**src/rtl/mw_pkg.sv**
```systemverilog
package mw_pkg;
  typedef enum logic [2:0] {
    ST_IDLE,
    ST_SETUP,
    ST_CMD,
    ST_TURN,
    ST_RESP,
    ST_HOLD
  } mw_state_e;
endpackage

```
**src/rtl/mw_clk_div.sv**
```systemverilog
module mw_clk_div #(
  parameter int DIV_W = 8
) (
  input  logic             clk,
  input  logic             rst,
  input  logic             restart,
  input  logic [DIV_W-1:0] div_q,
  output logic             tick
);
  logic [DIV_W-1:0] cnt_q;

  assign tick = !restart && (cnt_q == div_q);

  always_ff @(posedge clk) begin
    if (rst || restart || tick) cnt_q <= '0;
    else                        cnt_q <= cnt_q + 1'b1;
  end

  AST_TICK_SPACING: assert property (@(posedge clk) disable iff (rst)
    (tick && div_q != '0) |=> !tick);
endmodule

```
**src/rtl/mw_rx_shift.sv**
```systemverilog
module mw_rx_shift #(
  parameter int RSP_W = 16
) (
  input  logic             clk,
  input  logic             rst,
  input  logic             clear,
  input  logic             sample,
  input  logic             si,
  input  logic             done,
  output logic [RSP_W-1:0] rsp_data,
  output logic             rsp_valid
);
  logic [RSP_W-1:0] rx_q;

  always_ff @(posedge clk) begin
    if (rst) begin
      rx_q      <= '0;
      rsp_data  <= '0;
      rsp_valid <= 1'b0;
    end else begin
      rsp_valid <= done;
      if (done) rsp_data <= rx_q;
      if (clear)       rx_q <= '0;
      else if (sample) rx_q <= {rx_q[RSP_W-2:0], si};
    end
  end

  AST_RSP_PULSE: assert property (@(posedge clk) disable iff (rst)
    rsp_valid |=> !rsp_valid);
endmodule

```
**src/rtl/mw_frame_ctrl.sv**
```systemverilog
module mw_frame_ctrl
  import mw_pkg::*;
#(
  parameter int CMD_W    = 8,
  parameter int RSP_W    = 16,
  parameter int DIV_W    = 8,
  parameter int MIN_BITS = 4,
  localparam int SZ_W    = $clog2(RSP_W),
  localparam int CNT_W   = $clog2(RSP_W) + 1
) (
  input  logic             clk,
  input  logic             rst,
  input  logic             tick,
  input  logic [CMD_W-1:0] cmd_data,
  input  logic             cmd_valid,
  input  logic             cont_mode,
  input  logic [SZ_W-1:0]  size_sel,
  input  logic [DIV_W-1:0] div_sel,
  output logic             cmd_ready,
  output logic             sk,
  output logic             cs_n,
  output logic             so,
  output logic             restart,
  output logic [DIV_W-1:0] div_q,
  output logic             rx_clear,
  output logic             rx_sample,
  output logic             rx_done
);
  localparam logic [SZ_W-1:0]  SZ_MIN   = SZ_W'(MIN_BITS - 1);
  localparam logic [CNT_W-1:0] CMD_LAST = CNT_W'(CMD_W - 1);

  mw_state_e        state_q;
  logic             hi_q;
  logic [CNT_W-1:0] bit_q;
  logic [CMD_W-1:0] shreg_q;
  logic [SZ_W-1:0]  size_q;
  logic [SZ_W-1:0]  size_eff;
  logic             idle, rise, fall, last_rsp, take;

  assign idle      = (state_q == ST_IDLE);
  assign rise      = tick && !hi_q;
  assign fall      = tick && hi_q;
  assign last_rsp  = fall && (state_q == ST_RESP) && (bit_q == {1'b0, size_q});
  assign cmd_ready = idle || (last_rsp && cont_mode);
  assign take      = cmd_valid && cmd_ready;
  assign size_eff  = (size_sel < SZ_MIN) ? SZ_MIN : size_sel;
  assign restart   = idle;
  assign rx_clear  = take;
  assign rx_sample = rise && (state_q == ST_RESP);
  assign rx_done   = last_rsp;

  always_ff @(posedge clk) begin
    if (rst) begin
      state_q <= ST_IDLE;
      hi_q    <= 1'b0;
      bit_q   <= '0;
      shreg_q <= '0;
      size_q  <= '0;
      div_q   <= '0;
      sk      <= 1'b0;
      cs_n    <= 1'b1;
      so      <= 1'b0;
    end else begin
      if (idle) div_q <= div_sel;
      if (tick) hi_q <= !hi_q;
      unique case (state_q)
        ST_IDLE: begin
          if (take) begin
            state_q <= ST_SETUP;
            cs_n    <= 1'b0;
            shreg_q <= cmd_data;
            size_q  <= size_eff;
            bit_q   <= '0;
          end
        end
        ST_SETUP: begin
          if (fall) begin
            if (bit_q == CNT_W'(1)) begin
              state_q <= ST_CMD;
              bit_q   <= '0;
              so      <= shreg_q[CMD_W-1];
            end else begin
              bit_q <= bit_q + 1'b1;
            end
          end
        end
        ST_CMD: begin
          if (rise) sk <= 1'b1;
          if (fall) begin
            sk <= 1'b0;
            if (bit_q == CMD_LAST) begin
              state_q <= ST_TURN;
              so      <= 1'b0;
              bit_q   <= '0;
            end else begin
              so      <= shreg_q[CMD_W-2];
              shreg_q <= {shreg_q[CMD_W-2:0], 1'b0};
              bit_q   <= bit_q + 1'b1;
            end
          end
        end
        ST_TURN: begin
          if (rise) sk <= 1'b1;
          if (fall) begin
            sk      <= 1'b0;
            state_q <= ST_RESP;
            bit_q   <= '0;
          end
        end
        ST_RESP: begin
          if (rise) sk <= 1'b1;
          if (fall) begin
            sk <= 1'b0;
            if (last_rsp) begin
              bit_q <= '0;
              if (take) begin
                state_q <= ST_CMD;
                shreg_q <= cmd_data;
                so      <= cmd_data[CMD_W-1];
                size_q  <= size_eff;
              end else begin
                state_q <= ST_HOLD;
                cs_n    <= 1'b1;
              end
            end else begin
              bit_q <= bit_q + 1'b1;
            end
          end
        end
        ST_HOLD: begin
          if (fall) state_q <= ST_IDLE;
        end
        default: state_q <= ST_IDLE;
      endcase
    end
  end

  AST_SK_NEEDS_CS: assert property (@(posedge clk) disable iff (rst)
    sk |-> !cs_n);
  AST_SO_QUIET: assert property (@(posedge clk) disable iff (rst)
    cs_n |-> !so);
endmodule

```
**src/rtl/mw_frame_engine.sv**
```systemverilog
module mw_frame_engine #(
  parameter int CMD_W    = 8,
  parameter int RSP_W    = 16,
  parameter int DIV_W    = 8,
  parameter int MIN_BITS = 4,
  localparam int SZ_W    = $clog2(RSP_W)
) (
  input  logic             clk,
  input  logic             rst,
  input  logic [CMD_W-1:0] cmd_data,
  input  logic             cmd_valid,
  output logic             cmd_ready,
  input  logic             cont_mode,
  input  logic [SZ_W-1:0]  size_sel,
  input  logic [DIV_W-1:0] div_sel,
  output logic             mw_sk,
  output logic             mw_cs_n,
  output logic             mw_so,
  input  logic             mw_si,
  output logic [RSP_W-1:0] rsp_data,
  output logic             rsp_valid
);
  logic             tick, restart, rx_clear, rx_sample, rx_done;
  logic [DIV_W-1:0] div_q;

  mw_clk_div #(.DIV_W(DIV_W)) u_div (
    .clk(clk), .rst(rst), .restart(restart), .div_q(div_q), .tick(tick)
  );

  mw_frame_ctrl #(
    .CMD_W(CMD_W), .RSP_W(RSP_W), .DIV_W(DIV_W), .MIN_BITS(MIN_BITS)
  ) u_ctrl (
    .clk(clk), .rst(rst), .tick(tick),
    .cmd_data(cmd_data), .cmd_valid(cmd_valid), .cont_mode(cont_mode),
    .size_sel(size_sel), .div_sel(div_sel), .cmd_ready(cmd_ready),
    .sk(mw_sk), .cs_n(mw_cs_n), .so(mw_so),
    .restart(restart), .div_q(div_q),
    .rx_clear(rx_clear), .rx_sample(rx_sample), .rx_done(rx_done)
  );

  mw_rx_shift #(.RSP_W(RSP_W)) u_rx (
    .clk(clk), .rst(rst), .clear(rx_clear), .sample(rx_sample), .si(mw_si),
    .done(rx_done), .rsp_data(rsp_data), .rsp_valid(rsp_valid)
  );

  AST_SK_ON_TICK: assert property (@(posedge clk) disable iff (rst)
    !$stable(mw_sk) |-> $past(tick));
  AST_CAPTURE_ON_RISE: assert property (@(posedge clk) disable iff (rst)
    rx_sample |=> $rose(mw_sk));
endmodule

```
**config.mk**
```make
export PLATFORM = sky130hd
export DESIGN_NAME = mw_frame_engine
export DESIGN_NICKNAME = d
export VERILOG_FILES = /design/src/rtl/mw_pkg.sv /design/src/rtl/mw_clk_div.sv /design/src/rtl/mw_rx_shift.sv /design/src/rtl/mw_frame_ctrl.sv /design/src/rtl/mw_frame_engine.sv
export SDC_FILE = /design/constraint.sdc
export NUM_CORES = 1
export LEC_CHECK = 0
export BUFFER_PORTS_ARGS = -buffer_cell sky130_fd_sc_hd__clkbuf_2
export CELL_PAD_IN_SITES_DETAIL_PLACEMENT = 0
export CELL_PAD_IN_SITES_GLOBAL_PLACEMENT = 2
export CORE_AREA = 4 4 104 106
export CTS_CLUSTER_DIAMETER = 200
export CTS_CLUSTER_SIZE = 25
export DETAILED_ROUTE_END_ITERATION = 8
export DIE_AREA = 0 0 108 110
export GPL_TIMING_DRIVEN = 0
export PLACE_DENSITY = 0.84
export REMOVE_ABC_BUFFERS = 1
export SETUP_SLACK_MARGIN = 0.05
export SYNTH_ARGS = -nofsm -noshare
export SYNTH_HDL_FRONTEND = slang
export SYNTH_SLANG_ARGS = --single-unit
```
**constraint.sdc**
```tcl
create_clock -name clk -period 2.35 [get_ports clk]
set_input_delay 0 -clock clk [delete_from_list [all_inputs] [get_ports clk]]
set_output_delay 0 -clock clk [all_outputs]
set_load 0.01 [all_outputs]
```
* Word level (Yosys, flattened, before mapping)
Cells that the tools add are included.
** Storage, ports and cells
- Flip-flop bits (word level) :: 73
- Bits of input ports :: 25
- Word-level logic and storage cells :: 111
- Output and inout bits :: 21
** Cells by class
- Mux-type cells :: 46
- Reduce and logical (&&, ||, !) cells :: 28
- $add $sub $neg :: 2
- Order comparisons :: 1
- Equality and inequality tests :: 21
** Operators with widths (number)
- $mux W5 :: 8
- $mux W8 :: 5
- $mux W3 :: 10
- $pmux W5 S5 :: 1
- $pmux W8 S3 :: 1
- $pmux W3 S6 :: 1
- $mux W4 :: 4
- $ne A2 B1 Y1 const B :: 8
- $mux W1 :: 13
- $reduce_and A5 Y1 :: 2
- $reduce_and A9 Y1 :: 1
- $add A8 B1 Y8 const B :: 1
- $eq A8 B8 Y1 :: 1
- $logic_and A1 B1 Y1 :: 8
- $ne A2 B2 Y1 const B :: 4
- $pmux W4 S2 :: 1
- $reduce_and A7 Y1 :: 1
- $eq A3 B2 Y1 const B :: 2
- $eq A3 B3 Y1 const B :: 2
- $reduce_and A6 Y1 :: 1
- $reduce_bool A3 Y1 :: 2
- $add A5 B1 Y5 const B :: 1
- $eq A5 B1 Y1 const B :: 1
- $eq A5 B3 Y1 const B :: 1
- other kinds (14) :: 18

* Depth between registers and ports, before layout
Gate-level depths: netlist of the first run.
- Word-level depth :: 13
- Depth in mapped cells :: 9
- Gate-level depth less buffers :: 8

* By module
A second synthesis of the first run with hierarchy kept.
** Unflattened totals
- Cell total of the unflattened synthesis :: 368
- Area, all modules :: 3492.1 um2
** By module, submodules not included
- mw_frame_ctrl :: cells an instance 213, instances 1, seq. area each 640.6 um2, area each 1803.0 um2
- mw_rx_shift :: cells an instance 107, instances 1, seq. area each 660.6 um2, area each 1212.4 um2
- mw_clk_div :: cells an instance 48, instances 1, seq. area each 160.2 um2, area each 476.7 um2

* Least setup slack after synthesis of the first run
OpenSTA, ideal clock, no wires.
- Path type :: register -> register
- Start point :: register u_ctrl.div_q[1]
- End point :: register u_rx.rx_q[0]
- Cell stages (with the launch flop) :: 9
- Period minus slack after synthesis :: 2.050 ns
- Buffers on the path :: 2
- Arrival :: 1.932 ns
- Required time :: 2.233 ns
- Library setup time :: 0.117 ns
- Slack :: 0.300 ns
- Cell sequence :: dfxtp_1 xor2_1 nor4_2 nand2_2 or4_1 buf_6 buf_6 mux2i_1 nor2_1
** Between the ends
- Word-level cells in the longest chain between the ends :: 9
- Elaborated cells between the ends (all ways) :: 11
** RTL lines
- start: declaration :: line mw_frame_ctrl.sv:24 : output logic [DIV_W-1:0] div_q,
- start signal: assignment :: line mw_frame_ctrl.sv:64 : if (idle) div_q <= div_sel;
- $eq A8 B8 Y1 (*) :: line mw_clk_div.sv:12 : assign tick = !restart && (cnt_q == div_q);
- $logic_and A1 B1 Y1 (*) :: line mw_clk_div.sv:12
- $logic_and A1 B1 Y1 :: line mw_frame_ctrl.sv:42 : assign fall = tick && hi_q;
- $logic_and A1 B1 Y1 (2 in a row) :: line mw_frame_ctrl.sv:43 : assign last_rsp = fall && (state_q == ST_RESP) && (bit_q == {1'b0, size_q});
- $logic_and A1 B1 Y1 :: line mw_frame_ctrl.sv:44 : assign cmd_ready = idle || (last_rsp && cont_mode);
- $logic_or A1 B1 Y1 :: line mw_frame_ctrl.sv:44
- $logic_and A1 B1 Y1 :: line mw_frame_ctrl.sv:45 : assign take = cmd_valid && cmd_ready;
- $reduce_or A2 Y1 (no line)
- end signal: assignment :: line mw_rx_shift.sv:24 : else if (sample) rx_q <= {rx_q[RSP_W-2:0], si};
- end: declaration :: line mw_rx_shift.sv:13 : logic [RSP_W-1:0] rx_q;
Mark *: on every way between the ends. The rest lies on a longest branch, timed or not.
A chain may end at the register's enable or synchronous reset.

* Worst setup path after layout of the first run
- Start point :: register u_ctrl.div_q[1]
- End point :: output cmd_ready
** Between the ends
- Word-level cells in the longest chain between the ends :: 7
** RTL lines
- $eq A8 B8 Y1 :: line mw_clk_div.sv:12
- $logic_and A1 B1 Y1 :: line mw_clk_div.sv:12
- $logic_and A1 B1 Y1 :: line mw_frame_ctrl.sv:42
- $logic_and A1 B1 Y1 (2 in a row) :: line mw_frame_ctrl.sv:43
- $logic_and A1 B1 Y1 :: line mw_frame_ctrl.sv:44
- $logic_or A1 B1 Y1 :: line mw_frame_ctrl.sv:44
- end: declaration :: line mw_frame_engine.sv:12 : output logic cmd_ready,
Every way passes these cells.

==> results of run 1 <==
repair_timing:
item,4_1_cts,5_1_grt
pin swaps,0,1
setup buffers,2,0
hold buffers,21,0
setup endpoints to repair,51,29
gates resized for setup,9,9
hold endpoints to repair,22,0
power by group:
part	internal [uW]	switching, uW
logic	140	193
clock network	523	502
registers	1280	36.8
routing by layer:
| metal | share of wire (%) | GRT usage, % |
|---|---|---|
| met1 | 49 | 17.71 |
| met2 | 45 | 22.42 |
| met3 | 3.7 | 3.378 |
| met4 | 2.0 | 5.320 |
| met5 | 0 | 0 |
synth_stat cells (7+ instances only):
library cell,n,share of area [%]
sky130_fd_sc_hd__nor2b_1,9,1.7
sky130_fd_sc_hd__a21oi_1,44,6.6
sky130_fd_sc_hd__o21ai_0,17,2.6
sky130_fd_sc_hd__dfxtp_1,73,44
sky130_fd_sc_hd__nor2_1,40,4.5
sky130_fd_sc_hd__xor2_1,14,3.7
sky130_fd_sc_hd__nand2_1,58,6.6
sky130_fd_sc_hd__inv_1,8,0.91
sky130_fd_sc_hd__o41ai_1,7,1.9
sky130_fd_sc_hd__xnor2_1,7,1.9
sky130_fd_sc_hd__mux2i_1,23,6.9
sky130_fd_sc_hd__nand3_1,13,2.0
sky130_fd_sc_hd__clkbuf_1,13,1.5
tightest hold or removal path, stage by stage:
cell and delay, ps:
sky130_fd_sc_hd__clkbuf_2 170, sky130_fd_sc_hd__nand4_1 110, sky130_fd_sc_hd__a21oi_1 60
through the flow:
step                      instances  setup TNS, ps  utilization [%]  worst slack [ps]
final                           588              0            42.13             222.1
after global routing            588              0            42.13             58.12
after CTS                       588              0            41.76             57.96
after detailed placement        549         -15720            36.99            -828.9
after global placement          548         -33980            36.83            -896.7
after floorplan                 370         -526.5                -            -32.90
layout by cell type (no fill, tap or decap), drive strengths merged, types with 4 or more instances in the layout:
cell type	instances
clkbuf	55
nand3	13
xor2	14
xnor2	7
inv	10
mux2i	23
nor2	40
o21ai	17
nor3	5
nor2b	9
dfxtp	73
nand2	59
dlygate4sd3	21
o41ai	7
nand2b	4
a21oi	44
a21o	4
and3	5
sequential cells by signal (all words and copies together), names as in the netlist:
| name | flops |
|---|---|
| u_rx.rsp_valid | 1 |
| u_ctrl.so | 1 |
| u_rx.rsp_data | 16 |
| u_ctrl.state_q | 3 |
| u_rx.rx_q | 16 |
| u_ctrl.cs_n | 1 |
| u_ctrl.hi_q | 1 |
| u_ctrl.size_q | 4 |
| u_ctrl.sk | 1 |
| u_ctrl.bit_q | 5 |
| u_div.cnt_q | 8 |
| u_ctrl.shreg_q | 8 |
| u_ctrl.div_q | 8 |
how the worst max path moves through the flow:
stage | from | to | slack (ps) | cells after the start
final | u_ctrl.div_q[1] | cmd_ready | 220 | 6
after CTS | u_div.cnt_q[3] | u_rx.rx_q[3] | 60 | 7
after floorplan | u_ctrl.state_q[2] | u_rx.rx_q[0] | -30 | 4
after global routing | u_div.cnt_q[2] | cmd_ready | 60 | 6
after global placement | u_ctrl.state_q[2] | u_rx.rx_q[0] | -900 | 4
after detailed placement | u_ctrl.state_q[2] | u_ctrl.bit_q[4] | -830 | 6
layout make-up:
type | count | area [sq um] | share of cell area (%)
Multi-Input combinational cell | 289 | 1793 | 43.54
Tap cell | 133 | 166.4 | 4.041
Inverter | 8 | 30.03 | 0.7293
Sequential cell | 73 | 1464 | 35.55
Clock inverter | 6 | 65.06 | 1.580
Clock buffer | 10 | 137.6 | 3.342
Timing Repair Buffer | 69 | 461.7 | 11.21
cells by family (layout without fill, tap and decap cells):
logic type,Yosys count,after routing
compound gates,92,92
mux,23,23
buf+inv,30,93
simple gates,150,150
fa+ha+maj,3,3
xor+xnor,21,21
flops,73,73
==> qor.yml, run 1 <==
min_to: "u_ctrl.shreg_q[0]"
critical_path.startpoint_type: "flop"
rsz0062_at_grt: "no"
initial_utilization_pct: 33.90
yosys.area_share.adder_pct: 1.133
number_of_vias_per_cell: 4.861
p_leak_uw: 0.001766
floorplan.core_area_sq_um: 9774
max-cap-violations: 0
drtAntennaViolNets: 0
crit_path_max_incr_delay_ps: 410
number_of_antenna_violations_at_the_first_check_in_global_routing: 0
timing.final.hold_violations: 0
worst_flop_to_flop_path_endpoint: "u_rx.rx_q[6]"
synth-edff-count: 0
first_global_vias: 2823
clockRootBuffer: "sky130_fd_sc_hd__clkbuf_8"
worstMarginPinSlew_ps: 1279
cp.required_ps: 2350
timing.reg2reg.setup_slack_ps: 230
postSynth.asyncResetShare_pct: 0
hold_start: "cmd_valid"
peak_supply_drop_uv: 252.9
ys_warns: 0
routed_wirelength_mm: 7.694
num_rows: 36
slew_violations: 0
layout.filler_cells: 1023
hold_ws_ps: 44.10
cts_tree: "done"
rr_startpoint: "u_ctrl.div_q[1]"
final_worst_clock_skew_ps: 12.66
grt_first_pass_wirelength_mm: 13.13
timing.critical_path.buf_inv: 2
critPathKind: "flop to primary output"
slew_headroom_pct: 14.75
ys_dominant_reg_cell: "sky130_fd_sc_hd__dfxtp_1"
floorplan.die.height_um: 110
clk_transition_reported_paths_ps: 80
grt_use_total_pct: 13.78
skew_pair_late_insertion_delay_ps: 350
syn-cell-area_sq_um: 3313
drive_above_1_share_pct: 18.02
buffer_ports.inserted: 45
crit_fanout: 11
hpwl_mm: 5.089
reg2reg_depth: 6
detail_route.drc_violations: 0
synth_top_family_by_area: "simple AND/OR/NAND/NOR gates"
worstPathCellList: "xor2_1, nor4_4, and3_4, a31oi_1, inv_2, clkbuf_2"
grt.overflow.total: 0
mux_contribution_to_synthesized_area_pct: 6.949
final_area_sq_um: 4118
final.min_clock_period_ps: 2128
worstHoldPathCells: 3
finish.net_count: 478
crit_arrival_ps: 2130
syn2layout_area_growth_pct: 24.28
p_per_area_nw_per_um2: 649.1
synthesis.area_per_instance_sq_um: 8.452
run_status: "complete, no violations"
cts.sink_count: 73
max_clock_freq_mhz: 469.9
clock_tree.htree_level_count: 3
fp.dieArea_sq_um: 11880
synth.ff_latch_count: 73
synth_sequential_area_ratio_pct: 44.11
critical_path.endpoint_type: "primary output"
ys_types: 49
totalPowerFinal_uw: 2673
post_dp_cell_area_sq_um: 3616
synth-compound-area-share_pct: 16.73
route.detailed.wl_per_inst_um: 13.09
max-clock-path-buffers: 2
yosys.area_share.simple_pct: 21.45
synthesis.instances: 392
pin_count_of_the_biggest_net_entering_global_routing: 62
design.portCount: 46
critPathTopFamily: "simple AND/OR/NAND/NOR gates"
cp_slowest_cell: "sky130_fd_sc_hd__nor4_4"
worst_hold_path_type: "input pin to flop"
cts_buffers: 9
layout_worst_path_cycle_share_pct: 90.55
post_synth_xor_area_fraction_pct: 5.551
via_count: 2858
drtIter0Drc: 127
detail_route.first_pass.iterations: 4
die_width_um: 108
diodes_inserted: 0
place_congestion: 0.8403
setup-violations-final: 0
Power figures use the tool's default switching activity.
==> run 2, diff against run 1 <==
Settings changed: CTS_BUF_LIST from default to sky130_fd_sc_hd__clkbuf_16.
==> qor.yml, run 2 (synthesis gave the netlist of run 1 again) <==
skew_pair_late_insertion_delay_ps: 340
buffer_ports.inserted: 45
clockRootBuffer: "sky130_fd_sc_hd__clkbuf_16"
layout.filler_cells: 1018
worstHoldPathCells: 3
rr_startpoint: "u_ctrl.bit_q[0]"
max-clock-path-buffers: 2
dpl.cell_count: 549
final_worst_clock_skew_ps: 8.227
peak_supply_drop_uv: 285.3
crit_path_max_incr_delay_ps: 500
floorplan.core_area_sq_um: 9774
first_global_vias: 2799
cp-endpoint: "u_ctrl.shreg_q[0]"
largestRegisters: "u_rx.rsp_data: 16 flops, u_rx.rx_q: 16 flops"
power_switching_share_pct: 25.73
cell_int_power_uw: 2238
initial_utilization_pct: 33.90
run_status: "complete, no violations"
fp.dieArea_sq_um: 11880
worstPathCellList: "ha_1, nor4bb_2, o22ai_1, a21oi_4, o21ai_0, a21oi_1"
crit_arrival_ps: 2390
finalWorstSetupSlack_ps: 208.2
clkPwrFrac_pct: 45.4
crit_path_start: "u_ctrl.bit_q[0]"
slew_headroom_pct: 14.99
cts.sink_count: 73
comb_power_share_pct: 10.9
power.sequential.fraction_pct: 43.7
layout_commonest_cell: "sky130_fd_sc_hd__dfxtp_1"
drtIter0Drc: 142
instances_no_fill: 586
worstMarginPinSlew_ps: 1275
p_leak_uw: 0.001798
cts_buffers: 9
cp_slowest_cell: "sky130_fd_sc_hd__nor4bb_2"
hpwl_mm: 5.089
detail_route.first_pass.iterations: 5
worst_hold_path_type: "input pin to flop"
finish.net_count: 476
clock_tree.htree_level_count: 3
rsz0062_at_grt: "yes"
clk_transition_reported_paths_ps: 60
layout_worst_path_cycle_share_pct: 91.14
max_clock_freq_mhz: 466.9
syn2layout_area_growth_pct: 26.13
drive_above_1_share_pct: 17.66
cts_tree: "done"
die_width_um: 108
cp.required_ps: 2590
place_congestion: 0.8403
slew_violations: 0
number_of_antenna_violations_at_the_first_check_in_global_routing: 0
design.portCount: 46
timing.reg2reg.setup_slack_ps: 210
route.detailed.wl_per_inst_um: 13.09
crit_fanout: 15
grt.overflow.total: 0
grt_first_pass_wirelength_mm: 13.05
routed_wirelength_mm: 7.671
floorplan.die.height_um: 110
place_ws_ps: -828.9
reg2reg_depth: 6
switching_power_uw: 775.3
num_rows: 36
critical_path.startpoint_type: "flop"
grt_use_total_pct: 13.76
timing.final.hold_violations: 0
via_count: 2859
drtAntennaViolNets: 0
final_cell_mix: "sky130_fd_sc_hd__dfxtp_1, sky130_fd_sc_hd__nand2_1, sky130_fd_sc_hd__clkbuf_2"
p_per_area_nw_per_um2: 721.0
worst_flop_to_flop_path_endpoint: "u_ctrl.shreg_q[0]"
number_of_vias_per_cell: 4.879
critical_path.endpoint_type: "flop"
max-cap-violations: 0
final.min_clock_period_ps: 2142
setup-violations-final: 0
detail_route.drc_violations: 0
diodes_inserted: 0
critPathKind: "flop to flop"
pin_count_of_the_biggest_net_entering_global_routing: 62
==> run 2: changes by cell type in the layout (fill, tap and decap cells not counted) <==
cell	delta
sky130_fd_sc_hd__nor4bb_4	-1
sky130_fd_sc_hd__dfxtp_2	-1
sky130_fd_sc_hd__nor4bb_2	+1
sky130_fd_sc_hd__clkbuf_16	+9
sky130_fd_sc_hd__dlygate4sd3_1	-2
sky130_fd_sc_hd__clkbuf_8	-10
sky130_fd_sc_hd__dfxtp_1	+1
sky130_fd_sc_hd__clkinv_1	+1
==> run 2: metal layers <==
metal	GRT usage, %	vias to the layer above	routed length [um]
met3	3.727	13	353
met4	5.050	0	135
met5	0	-	0
li1	-	1476	-
met1	17.63	1318	3726
met2	22.29	52	3455
==> run 2: worst min path at each step <==
stage	startpoint	to	slack (ps)
after floorplan	rst	u_ctrl.bit_q[1]	70
after global placement	div_sel[2]	u_ctrl.div_q[2]	230
after detailed placement	div_sel[1]	u_ctrl.div_q[1]	230
after CTS	cmd_data[1]	u_ctrl.shreg_q[1]	4
after global routing	cmd_data[1]	u_ctrl.shreg_q[1]	3
final	cmd_data[1]	u_ctrl.shreg_q[1]	4
==> run 2: cell type report <==
type                       instances  area [sq um]  area share, %
timing repair buffer              67         441.7          10.57
clock buffer                       9         225.2          5.389
sequential                        73          1463          35.00
tap                              133         166.4          3.982
clock inverter                     7         68.82          1.647
inverter                           8         30.03         0.7186
multi-input combinational        289          1784          42.69
==> run 2: stage by stage <==
| step | setup TNS, ps | instance area, sq um | power, uW | hold WS (ps) | util (%) |
|---|---|---|---|---|---|
| 2_1_floorplan | -526.5 | 3208 | 1523 | 69.07 | - |
| 3_3_place_gp | -33980 | 3600 | 1623 | 225.7 | 36.83 |
| 3_5_place_dp | -15720 | 3616 | 1634 | 229.8 | 36.99 |
| 4_1_cts | 0 | 4153 | 3039 | 3.986 | 42.49 |
| 5_1_grt | 0 | 4179 | 3154 | 3.481 | 42.75 |
| 6_report | 0 | 4179 | 3013 | 4.004 | 42.75 |
==> run 2: power by group through the flow <==
| stage | combinational [uW] | sequential, uW | clock, uW |
|---|---|---|---|
| after detailed placement | 291 | 1340 | 0 |
| final | 329 | 1320 | 1370 |
| after global routing | 373 | 1320 | 1460 |
| after CTS | 325 | 1320 | 1400 |
| after global placement | 282 | 1340 | 0 |
| after floorplan | 190 | 1330 | 0 |
==> run 2: what timing repair did <==
action | CTS | global route
buffers inserted | 2 | 0
hold buffers | 19 | 0
setup endpoints to repair | 50 | 29
gates cloned | 0 | 0
endpoints found under the hold margin | 19 | 0
gates resized for setup | 9 | 7
==> run 2: critical path, delay by kind of cell (launching register included) <==
kind                       cells  cell delay [ps]
AOI/OAI and AO/OA              4              890
and+or+nand+nor                1              500
DFF                            1              430
adders and majority gates      1              230
